<file path="config.mk">
export PLATFORM = sky130hd
export DESIGN_NAME = dual_wdt_timer
export DESIGN_NICKNAME = d
export VERILOG_FILES = /design/src/rtl/dwt_pkg.sv /design/src/rtl/dwt_prescaler.sv /design/src/rtl/dwt_unlock.sv /design/src/rtl/dwt_counter.sv /design/src/rtl/dual_wdt_timer.sv
export SDC_FILE = /design/constraint.sdc
export NUM_CORES = 1
export LEC_CHECK = 0
export BUFFER_PORTS_ARGS = -buffer_cell sky130_fd_sc_hd__clkbuf_2
export CAP_MARGIN = 20
export CORE_ASPECT_RATIO = 0.75
export CORE_UTILIZATION = 63
export DETAILED_ROUTE_END_ITERATION = 16
export PLACE_DENSITY = 0.89
export SLEW_MARGIN = 10
export SYNTH_ARGS = -nofsm -noshare
export SYNTH_HDL_FRONTEND = slang
export SYNTH_HIERARCHICAL = 1
export SYNTH_SLANG_ARGS = --single-unit
</file>
<file path="constraint.sdc">
create_clock -name clk_i -period 4.44 [get_ports clk_i]
set_input_delay 0.888 -clock clk_i [delete_from_list [all_inputs] [get_ports clk_i]]
set_output_delay 0.888 -clock clk_i [all_outputs]
set_load 0.05 [all_outputs]
</file>
<file path="src/rtl/dwt_pkg.sv">
package dwt_pkg;
  localparam int DW = 32;

  localparam logic [7:0] OFS_START = 8'h00;
  localparam logic [7:0] OFS_COUNT = 8'h04;
  localparam logic [7:0] OFS_CTRL  = 8'h08;
  localparam logic [7:0] OFS_EVT   = 8'h0C;
  localparam logic [7:0] OFS_RSTF  = 8'h10;
  localparam logic [7:0] OFS_UNLK  = 8'h14;

  localparam logic [DW-1:0] KEY_FIRST  = 32'h1234_5678;
  localparam logic [DW-1:0] KEY_SECOND = 32'h8765_4321;

  localparam int B_RUN = 0;
  localparam int B_ARL = 1;
  localparam int B_IEN = 2;
  localparam int B_WD  = 3;
  localparam int B_DIV = 8;
endpackage

</file>
<file path="src/rtl/dwt_prescaler.sv">
module dwt_prescaler #(
  parameter int DIV_W = 8
) (
  input  logic             clk_i,
  input  logic             rst_ni,
  input  logic             run_i,
  input  logic             restart_i,
  input  logic [DIV_W-1:0] div_i,
  output logic             tick_o
);
  logic [DIV_W-1:0] pcnt_q;

  assign tick_o = run_i && !restart_i && (pcnt_q == div_i);

  always_ff @(posedge clk_i or negedge rst_ni) begin
    if (!rst_ni)                 pcnt_q <= '0;
    else if (!run_i || restart_i) pcnt_q <= '0;
    else if (tick_o)             pcnt_q <= '0;
    else                         pcnt_q <= pcnt_q + 1'b1;
  end

  // with a non-zero divider, two ticks never fall on adjacent edges
  p_tick_gap_r2: assert property (@(posedge clk_i) disable iff (!rst_ni)
    (tick_o && div_i != '0) |=> !tick_o);
endmodule

</file>
<file path="src/rtl/dwt_unlock.sv">
module dwt_unlock
  import dwt_pkg::*;
(
  input  logic          clk_i,
  input  logic          rst_ni,
  input  logic          wr_i,
  input  logic [DW-1:0] data_i,
  output logic          clear_o
);
  logic armed_q;

  assign clear_o = wr_i && armed_q && (data_i == KEY_SECOND);

  always_ff @(posedge clk_i or negedge rst_ni) begin
    if (!rst_ni)   armed_q <= 1'b0;
    else if (wr_i) armed_q <= (data_i == KEY_FIRST);
  end

  // the second key alone, with no first key before it, never unlocks
  p_no_lone_key_r9: assert property (@(posedge clk_i) disable iff (!rst_ni)
    (wr_i && data_i != KEY_FIRST) |=> !clear_o || $past(data_i) == KEY_FIRST);
endmodule

</file>
<file path="src/rtl/dwt_counter.sv">
module dwt_counter #(
  parameter int CW = 32
) (
  input  logic          clk_i,
  input  logic          rst_ni,
  input  logic          load_i,
  input  logic [CW-1:0] load_val_i,
  input  logic          tick_i,
  input  logic          reload_i,
  input  logic [CW-1:0] reload_val_i,
  output logic [CW-1:0] cnt_o,
  output logic          expire_o
);
  logic [CW-1:0] cnt_q;
  localparam logic [CW-1:0] ONE = CW'(1);

  assign cnt_o    = cnt_q;
  assign expire_o = tick_i && !load_i && (cnt_q == ONE);

  always_ff @(posedge clk_i or negedge rst_ni) begin
    if (!rst_ni)                       cnt_q <= '0;
    else if (load_i)                   cnt_q <= load_val_i;
    else if (tick_i && cnt_q != '0) begin
      if (cnt_q == ONE && reload_i)    cnt_q <= reload_val_i;
      else                             cnt_q <= cnt_q - ONE;
    end
  end

  // count holds without a tick or a load
  p_hold_r2: assert property (@(posedge clk_i) disable iff (!rst_ni)
    (!tick_i && !load_i) |=> $stable(cnt_q));
  // a tick above one steps the count down by one
  p_step_r2: assert property (@(posedge clk_i) disable iff (!rst_ni)
    (tick_i && !load_i && cnt_q > ONE) |=> cnt_q == $past(cnt_q) - ONE);
  // without reload, expiry leaves the count at zero
  p_stop_r4: assert property (@(posedge clk_i) disable iff (!rst_ni)
    (expire_o && !reload_i) |=> cnt_q == '0);
endmodule

</file>
<file path="src/rtl/dual_wdt_timer.sv">
module dual_wdt_timer
  import dwt_pkg::*;
#(
  parameter int AW    = 8,
  parameter int DIV_W = 8
) (
  input  logic          clk_i,
  input  logic          rst_ni,
  input  logic [AW-1:0] addr_i,
  input  logic          we_i,
  input  logic [DW-1:0] wdata_i,
  output logic [DW-1:0] rdata_o,
  output logic          irq_o,
  output logic          rst_req_o
);
  logic [DW-1:0]    start_q;
  logic [DIV_W-1:0] div_q;
  logic             run_q, arl_q, ien_q, wd_q;
  logic             evt_q, rstf_q, req_q;

  logic wr_start, wr_ctrl, wr_evt, wr_rstf, wr_unlk;
  logic tick, expire, unlock_clr;
  logic [DW-1:0] cnt;

  assign wr_start = we_i && (addr_i == AW'(OFS_START));
  assign wr_ctrl  = we_i && (addr_i == AW'(OFS_CTRL));
  assign wr_evt   = we_i && (addr_i == AW'(OFS_EVT));
  assign wr_rstf  = we_i && (addr_i == AW'(OFS_RSTF));
  assign wr_unlk  = we_i && (addr_i == AW'(OFS_UNLK));

  dwt_prescaler #(.DIV_W(DIV_W)) u_pre (
    .clk_i, .rst_ni,
    .run_i     (run_q),
    .restart_i (wr_start || wr_ctrl),
    .div_i     (div_q),
    .tick_o    (tick)
  );

  dwt_counter #(.CW(DW)) u_cnt (
    .clk_i, .rst_ni,
    .load_i       (wr_start),
    .load_val_i   (wdata_i),
    .tick_i       (tick),
    .reload_i     (arl_q && !wd_q),
    .reload_val_i (start_q),
    .cnt_o        (cnt),
    .expire_o     (expire)
  );

  dwt_unlock u_unlk (
    .clk_i, .rst_ni,
    .wr_i    (wr_unlk),
    .data_i  (wdata_i),
    .clear_o (unlock_clr)
  );

  always_ff @(posedge clk_i or negedge rst_ni) begin
    if (!rst_ni) begin
      start_q <= '0;
      div_q   <= '0;
      run_q   <= 1'b0;
      arl_q   <= 1'b0;
      ien_q   <= 1'b0;
      wd_q    <= 1'b0;
      evt_q   <= 1'b0;
      rstf_q  <= 1'b0;
      req_q   <= 1'b0;
    end else begin
      if (wr_start) start_q <= wdata_i;
      if (wr_ctrl) begin
        div_q <= wdata_i[B_DIV +: DIV_W];
        run_q <= wdata_i[B_RUN];
        arl_q <= wdata_i[B_ARL];
        ien_q <= wdata_i[B_IEN];
      end
      // watchdog bit: set by control, cleared only by unlock
      if (wr_ctrl && wdata_i[B_WD]) wd_q <= 1'b1;
      else if (unlock_clr)          wd_q <= 1'b0;
      // expiry wins over a same-edge clear
      if (expire && !wd_q)            evt_q <= 1'b1;
      else if (wr_evt && wdata_i[0])  evt_q <= 1'b0;
      if (expire && wd_q)             rstf_q <= 1'b1;
      else if (wr_rstf && wdata_i[0]) rstf_q <= 1'b0;
      req_q <= expire && wd_q;
    end
  end

  assign irq_o     = evt_q && ien_q && !wd_q;
  assign rst_req_o = req_q;

  always_comb begin
    rdata_o = '0;
    if (addr_i == AW'(OFS_START))      rdata_o = start_q;
    else if (addr_i == AW'(OFS_COUNT)) rdata_o = cnt;
    else if (addr_i == AW'(OFS_CTRL)) begin
      rdata_o[B_DIV +: DIV_W] = div_q;
      rdata_o[B_WD]  = wd_q;
      rdata_o[B_IEN] = ien_q;
      rdata_o[B_ARL] = arl_q;
      rdata_o[B_RUN] = run_q;
    end
    else if (addr_i == AW'(OFS_EVT))   rdata_o[0] = evt_q;
    else if (addr_i == AW'(OFS_RSTF))  rdata_o[0] = rstf_q;
  end

  // reset request lasts one cycle
  p_req_pulse_r7: assert property (@(posedge clk_i) disable iff (!rst_ni)
    rst_req_o |=> !rst_req_o);
  // reset request is always accompanied by the sticky flag
  p_req_flag_r7: assert property (@(posedge clk_i) disable iff (!rst_ni)
    rst_req_o |-> rstf_q);
  // watchdog mode survives everything but the unlock
  p_wd_sticky_r8: assert property (@(posedge clk_i) disable iff (!rst_ni)
    (wd_q && !unlock_clr) |=> wd_q);
  // event flag only drops through a clearing write
  p_evt_hold_r6: assert property (@(posedge clk_i) disable iff (!rst_ni)
    (evt_q && !(wr_evt && wdata_i[0])) |=> evt_q);
  // a timer-mode expiry always leaves the event flag set
  p_evt_set_r3: assert property (@(posedge clk_i) disable iff (!rst_ni)
    (expire && !wd_q) |=> evt_q);
endmodule

</file>
==> summary.md, run 1 <==
| Metric | Value |
|---|---|
| Share of cells above drive strength 1 | `a little over a quarter` |
| Pwr Density | `429 nW/um2` |
| Largest net degree at the start of global routing | `60` |
| RSZ-0062 raised after global routing | `no` |
| Synth top cells by count | `88 x dfrtp_1, 54 x nor2_1, 46 x nand2_1, 35 x a21oi_1, 35 x mux2i_1` |
| Top post-synthesis cells by area | `dfrtp_1 37%, mux2_4 7.9%, mux2i_1 5.9%` |
| Post-synthesis mux area share | `~16%` |
| Min-delay worst type | `flop to flop` |
| H-tree levels | `3` |
| Post-Synth XOR/XNOR Area | `3.09%` |
| Worst-path clk slew | `0.07 ns` |
| Total GRT Usage | `a little over a third` |
| Post-Layout Cell Count | `a little over 800` |
| Final Hold Viols | `0` |
| Avg WL per Cell | `21.5 um` |
| Global route overflow | `0` |
| PortBufs | `76` |
| Initial Util | `65.2%` |
| Final setup TNS | `0 ns` |
| Hold Slack | `0.534 ns` |
| Initial antenna violation count | `0` |
| Data arrival time of the worst path | `2.72 ns` |
| Vias in the first global route | `5167` |
| Setup Skew | `0.00647 ns` |
| Total Nets Final | `718` |
| Core area | `9080 um2` |
| Ys flop type | `dfrtp_1` |
| Mapped Area | `5920 um2` |
| IO Pins | `77` |
| CTS resizes | `0` |
| Period utilisation layout | `81.3%` |
| Post-Syn Nets | `around 660` |
| Sequential cell area fraction in the yosys report | `37.2%` |
| # setup viols final | `0` |
| Min Tclk post-route | `3.61 ns` |
| Syn Area/Cell | `roughly 9.6 um2` |
| Longest Clk Path Bufs | `2` |
| Setup CP Type | `primary input to primary output` |
| Worst Setup Start Kind | `primary input` |
| Clock sink count | `88` |
| Final wirelength | `17.3 mm` |
| Final slew viol count | `0` |
| Worst setup margin | `between 0.8 and 0.9 ns` |
| # diodes | `0` |
| Synth warnings | `6` |
| Postcts setup bufs | `0` |
| Max Cap Viol | `0` |
| Max-slew headroom | `28.8%` |
| Via-per-instance ratio | `between 7 and 8` |
| Dominant cell type by area after synthesis | `dfrtp_1` |
| Gpl congestion | `0.913` |
| Total CTS buffers | `9` |
| Critical-path maximum fanout | `24` |
| Most frequent cell after synthesis | `dfrtp_1` |
| Seq cells post-synth | `~90` |
| Post-Synth Adder-Cell Area | `0.634%` |
| Drt drc | `0` |
| Leak | `0.00303 uW` |
| Starting DRC count in detailed routing | `700` |
| Top-area cell type share of the netlist area | `between 30 and 40%` |
| Critical Path RT | `about 3.6 ns` |
| First-pass DRT Iterations | `8` |
| Placed cells | `788` |
| Vias | `between 5000 and 6000` |
| DPL Wire Length | `11.9 mm` |
| Pre-CTS WS | `0.824 ns` |
| TritonCTS clock tree | `done` |
| Post-DRT Antenna Nets | `0` |
| Unique cell type count in the Yosys netlist | `72` |
| Num rows | `30` |
| Simple-Gate Fraction of Synth Area | `23.1%` |
| Max Clock Freq | `277 MHz` |
| Status | `finished clean` |
| Synth Instances | `615` |
| Largest family of logic cells by synthesized area | `simple AND/OR/NAND/NOR gates` |
| Hold Buf Count CTS | `0` |
| Worst setup EP type | `primary output` |
| VDD IR max | `0.237 mV` |
| Actual slew at the worst max-slew pin | `~1.1 ns` |
| Die Area | `roughly 9800 um2` |
| Post-synth EDFFs | `0` |
| Die W | `between 100 and 150 um` |
| CTS root buf | `clkbuf_16` |
| First-pass GRT wire length | `26.8 mm` |
| Layout area overhead | `11.6%` |
| Post-synthesis compound-gate area fraction | `~15%` |
| Later-pin clock latency in the skew report | `about 0.35 ns` |
| Die Y | `85.9 um` |
| Synth async-reset ratio | `between 90% and 100%` |
[through the flow]
step / utilization [%] / instance area [um2] / total power, uW
after floorplan: - / 5920 / 1760
after global placement: 69.5 / 6310 / 2000
final: 72.7 / 6600 / 2830
after CTS: 72.6 / 6600 / 2780
after global routing: 72.7 / 6600 / 2950
after detailed placement: 69.5 / 6310 / 2040
[critical path, cell delays in order]
cell	delay, ns
clkbuf_2	0.40
nor2b_1	0.76
nand2_1	0.14
a21oi_1	0.21
clkbuf_2	0.31
[kinds of logic after synthesis]
group           after synthesis
flops                        88
compound gates              134
simple gates                237
fa+ha+maj                     3
xor+xnor                     20
mux                          79
buf+inv                      54
[routing by layer]
metal | vias to the layer above | part of all wire [%] | global-route usage, %
li1 | 2408 | - | -
met1 | 2701 | 40 | 50.8
met2 | 462 | 44 | 52.1
met3 | 73 | 12 | 8.41
met4 | 0 | 3.2 | 15.0
met5 | - | 0 | 0
[state kept, by name (all words and copies together), names as in the netlist]
signal and count:
arl_q 1, div_q 8, evt_q 1, ien_q 1, rst_req_o 1, rstf_q 1
run_q 1, start_q 32, u_cnt/cnt_o 32, u_pre/pcnt_q 8, u_unlk/armed_q 1, wd_q 1
[final timing paths]
| path | end | cells past startpoint | startpoint | slack, ns |
|---|---|---|---|---|
| worst min-delay path | start_q[1]$_DFFE_PN0P_ | 1 | start_q[1]$_DFFE_PN0P_ | 0.53 |
| worst max register to register | u_cnt/cnt_o[2]$_DFFE_PN0P_ | 6 | u_cnt/cnt_o[16]$_DFFE_PN0P_ | 0.96 |
| max in group asynchronous | u_cnt/cnt_o[15]$_DFFE_PN0P_ | 2 | rst_ni | 2.94 |
| min in group asynchronous | start_q[30]$_DFFE_PN0P_ | 1 | rst_ni | 0.61 |
| worst min register to register | start_q[1]$_DFFE_PN0P_ | 1 | start_q[1]$_DFFE_PN0P_ | 0.53 |
| worst max-delay path | rdata_o[1] | 5 | addr_i[2] | 0.83 |
[final cells by class]
class / instances / area, um2
timing repair buffer: 85 / 450
inverter: 15 / 56.3
fill: 669 / 2480
clock inverter: 5 / 41.3
clock buffer: 11 / 243
sequential: 88 / 2200
multi-input combinational: 473 / 3450
tap: 128 / 160
[where the power goes]
group | leakage, uW | internal [uW] | switching [uW]
Sequential | 0.00119 | 912 | 176
Clock | 0.000132 | 399 | 334
Combinational | 0.00170 | 377 | 633
Total | 0.00303 | 1690 | 1140
[cells in the final DEF (no fill, tap or decap), types with 8 or more instances in the layout]
cell type	n
a211oi_1	10
a21oi_1	35
buf_4	10
clkbuf_16	9
clkbuf_2	75
dfrtp_1	88
inv_1	14
mux2_2	13
mux2_4	31
mux2i_1	35
nand2_1	46
nand3_1	14
nand4_1	8
nor2_1	54
nor3_1	29
nor4_1	11
o21ai_0	33
or2_2	12
or3_1	13
xor2_1	12
Power figures use the tool's default switching activity.
==> run 2, diff against run 1 <==
--- a/config.mk
+++ b/config.mk
@@ -8,9 +8,9 @@
 export BUFFER_PORTS_ARGS = -buffer_cell sky130_fd_sc_hd__clkbuf_2
 export CAP_MARGIN = 20
 export CORE_ASPECT_RATIO = 0.75
-export CORE_UTILIZATION = 63
+export CORE_UTILIZATION = 59
 export DETAILED_ROUTE_END_ITERATION = 16
-export PLACE_DENSITY = 0.89
+export PLACE_DENSITY = 0.84
 export SLEW_MARGIN = 10
 export SYNTH_ARGS = -nofsm -noshare
 export SYNTH_HDL_FRONTEND = slang
==> constraint.sdc (replaced) <==
create_clock -name clk_i -period 3.5 [get_ports clk_i]
set_input_delay 0.7 -clock clk_i [delete_from_list [all_inputs] [get_ports clk_i]]
set_output_delay 0.7 -clock clk_i [all_outputs]
set_load 0.05 [all_outputs]
==> summary.md, run 2 (same netlist as run 1, synthesis figures left out) <==
| Metric | Value |
|---|---|
| Setup CP Type | `flop to flop (was primary input to primary output)` |
| Core area | `9700 um2 (was 9080 um2)` |
| Final Hold Viols | `0 (unchanged)` |
| Power Total | `3750 uW (was 2830 uW)` |
| Reg2reg start | `u_cnt/cnt_o[0]$_DFFE_PN0P_ (was u_cnt/cnt_o[16]$_DFFE_PN0P_)` |
| Commonest non-fill, non-tap cell in the layout | `dfrtp_1 (unchanged)` |
| Actual slew at the worst max-slew pin | `0.754 ns (was 1.07 ns)` |
| DPL Wire Length | `11.8 mm (was 11.9 mm)` |
| Die Y | `88.7 um (was 85.9 um)` |
| First-pass DRT Iterations | `6 (was 8)` |
| Largest net degree at the start of global routing | `89 (was 60)` |
| Longest Clk Path Bufs | `2 (unchanged)` |
| Starting DRC count in detailed routing | `718 (was 700)` |
| Period utilisation layout | `92.1%` |
| Data arrival time of the worst path | `3.46 ns (was 2.72 ns)` |
| Avg WL per Cell | `20.6 um (was 21.5 um)` |
| RSZ-0062 raised after global routing | `no (unchanged)` |
| Max Cap Viol | `0 (unchanged)` |
| Num rows | `31 (was 30)` |
| Pre-CTS WS | `0.302 ns (was 0.824 ns)` |
| Final setup TNS | `0 ns (unchanged)` |
| Min-delay worst type | `primary input to asynchronous set/reset pin (was flop to flop)` |
| Max-slew headroom | `49.4% (was 28.8%)` |
| Min Tclk post-route | `3.22 ns` |
| Later-pin clock latency in the skew report | `0.35 ns (about the same)` |
| Initial antenna violation count | `1 (was 0)` |
| Met1 Use GR | `47.2% (was 50.8%)` |
| Final slew viol count | `0 (unchanged)` |
| GRT busiest layer | `met2 (unchanged)` |
| # setup viols final | `0 (unchanged)` |
| PortBufs | `76 (unchanged)` |
| Total Nets Final | `729 (was 718)` |
| IO Pins | `77 (unchanged)` |
| Gpl congestion | `0.895 (was 0.913)` |
| Leak | `0.00311 uW (was 0.00303 uW)` |
| Hold Slack | `0.295 ns (was 0.534 ns)` |
| Post-DRT Antenna Nets | `0 (unchanged)` |
| Worst setup EP type | `flop (was primary output)` |
| CP startpoint | `u_cnt/cnt_o[0]$_DFFE_PN0P_ (was addr_i[2])` |
| Setup Skew | `0.00540 ns (was 0.00647 ns)` |
| CTS root buf | `clkbuf_16 (unchanged)` |
| Pwr Density | `555 nW/um2 (was 429 nW/um2)` |
| Met3 usage | `7.15% (was 8.41%)` |
| Max Clock Freq | `310 MHz` |
| Vias | `5543 (was 5644)` |
| Most frequent cells in the layout | `88 x dfrtp_1, 75 x clkbuf_2, 54 x nor2_1, 46 x nand2_1 (unchanged)` |
| Fill cells | `734 (was 669)` |
| First-pass GRT wire length | `26.7 mm (was 26.8 mm)` |
| Die Area | `10400 um2 (was 9790 um2)` |
| CTS resizes | `0 (unchanged)` |
| Initial Util | `61.0% (was 65.2%)` |
| Postcts setup bufs | `0 (unchanged)` |
| Clock sink count | `88 (unchanged)` |
| M2 GR Usage | `49.5% (was 52.1%)` |
| Critical-path maximum fanout | `11 (was 24)` |
| TritonCTS clock tree | `done (unchanged)` |
| Die W | `118 um (was 114 um)` |
| Worst Setup Start Kind | `flop (was primary input)` |
| Via-per-instance ratio | `6.76 (was 7.01)` |
| Worst setup margin | `0.278 ns (was 0.831 ns)` |
| Global route overflow | `0 (unchanged)` |
| Layout area overhead | `14.3% (was 11.6%)` |
| # diodes | `0 (unchanged)` |
| Total GRT Usage | `33.1% (was 35.7%)` |
| Drt drc | `0 (unchanged)` |
| VDD IR max | `0.395 mV (was 0.237 mV)` |
| H-tree levels | `3 (unchanged)` |
| Total CTS buffers | `9 (unchanged)` |
| Worst-path clk slew | `0.06 ns (was 0.07 ns)` |
| Vias in the first global route | `5057 (was 5167)` |
| Worst Reg-to-Reg Cells | `8 (was 6)` |
| Final wirelength | `16.9 mm (was 17.3 mm)` |
| Status | `finished clean (unchanged)` |
| Share of cells above drive strength 1 | `27.6% (was 26.3%)` |
| Hold Buf Count CTS | `0 (unchanged)` |
| Critical Path RT | `3.73 ns (was 3.55 ns)` |
[run 2: cell count changes in the layout (fill, tap and decap cells not counted), sizes merged]
cell	before	now
buf	10	21
bufinv	0	2
clkbuf	86	87
clkinv	3	2
clkinvlp	2	1
inv	15	14
[run 2: worst max-delay path, cell delays in order (launching register included)]
cell	delay (ns)
dfrtp_1	0.44
inv_1	0.11
ha_1	0.24
nor4b_1	0.59
nand3_1	0.44
o31a_1	0.52
nand2_1	0.40
a21oi_1	0.09
a221o_1	0.27
[run 2: metrics by stage]
step                util [%]  cells  area, um2
floorplan                  -    615       5920
finish                  69.8    820       6760
global route            69.8    820       6760
global placement        66.0    803       6400
CTS                     69.5    819       6740
detailed placement      66.0    803       6400
[run 2: power breakdown]
part	switching [uW]	internal, uW
Combinational	788	511
Sequential	215	1160
Clock	417	666
[run 2: cell type report]
type                    count  area [um2]  area share [%]
multi-input cells         473        3450            51.1
flip-flops and latches     88        2200            32.6
repair buffers             96         553            8.18
clock buffers              12         256            3.79
well taps                 132         165            2.44
clock inverters             4        76.3            1.13
inverters                  15        56.3           0.832
[run 2: per-layer routing]
layer	share of wire, %	vias to the layer above
met3	10	52
met5	0	-
li1	-	2423
met2	44	388
met4	2.4	0
met1	43	2680
[run 2: final timing paths]
path | endpoint | slack [ns]
max | u_cnt/cnt_o[31]$_DFFE_PN0P_ | 0.28
min | start_q[27]$_DFFE_PN0P_ | 0.29
max reg2reg | u_cnt/cnt_o[31]$_DFFE_PN0P_ | 0.28
min reg2reg | ien_q$_DFFE_PN0P_ | 0.53
max in group asynchronous | start_q[23]$_DFFE_PN0P_ | 2.57
min in group clk_i | ien_q$_DFFE_PN0P_ | 0.53
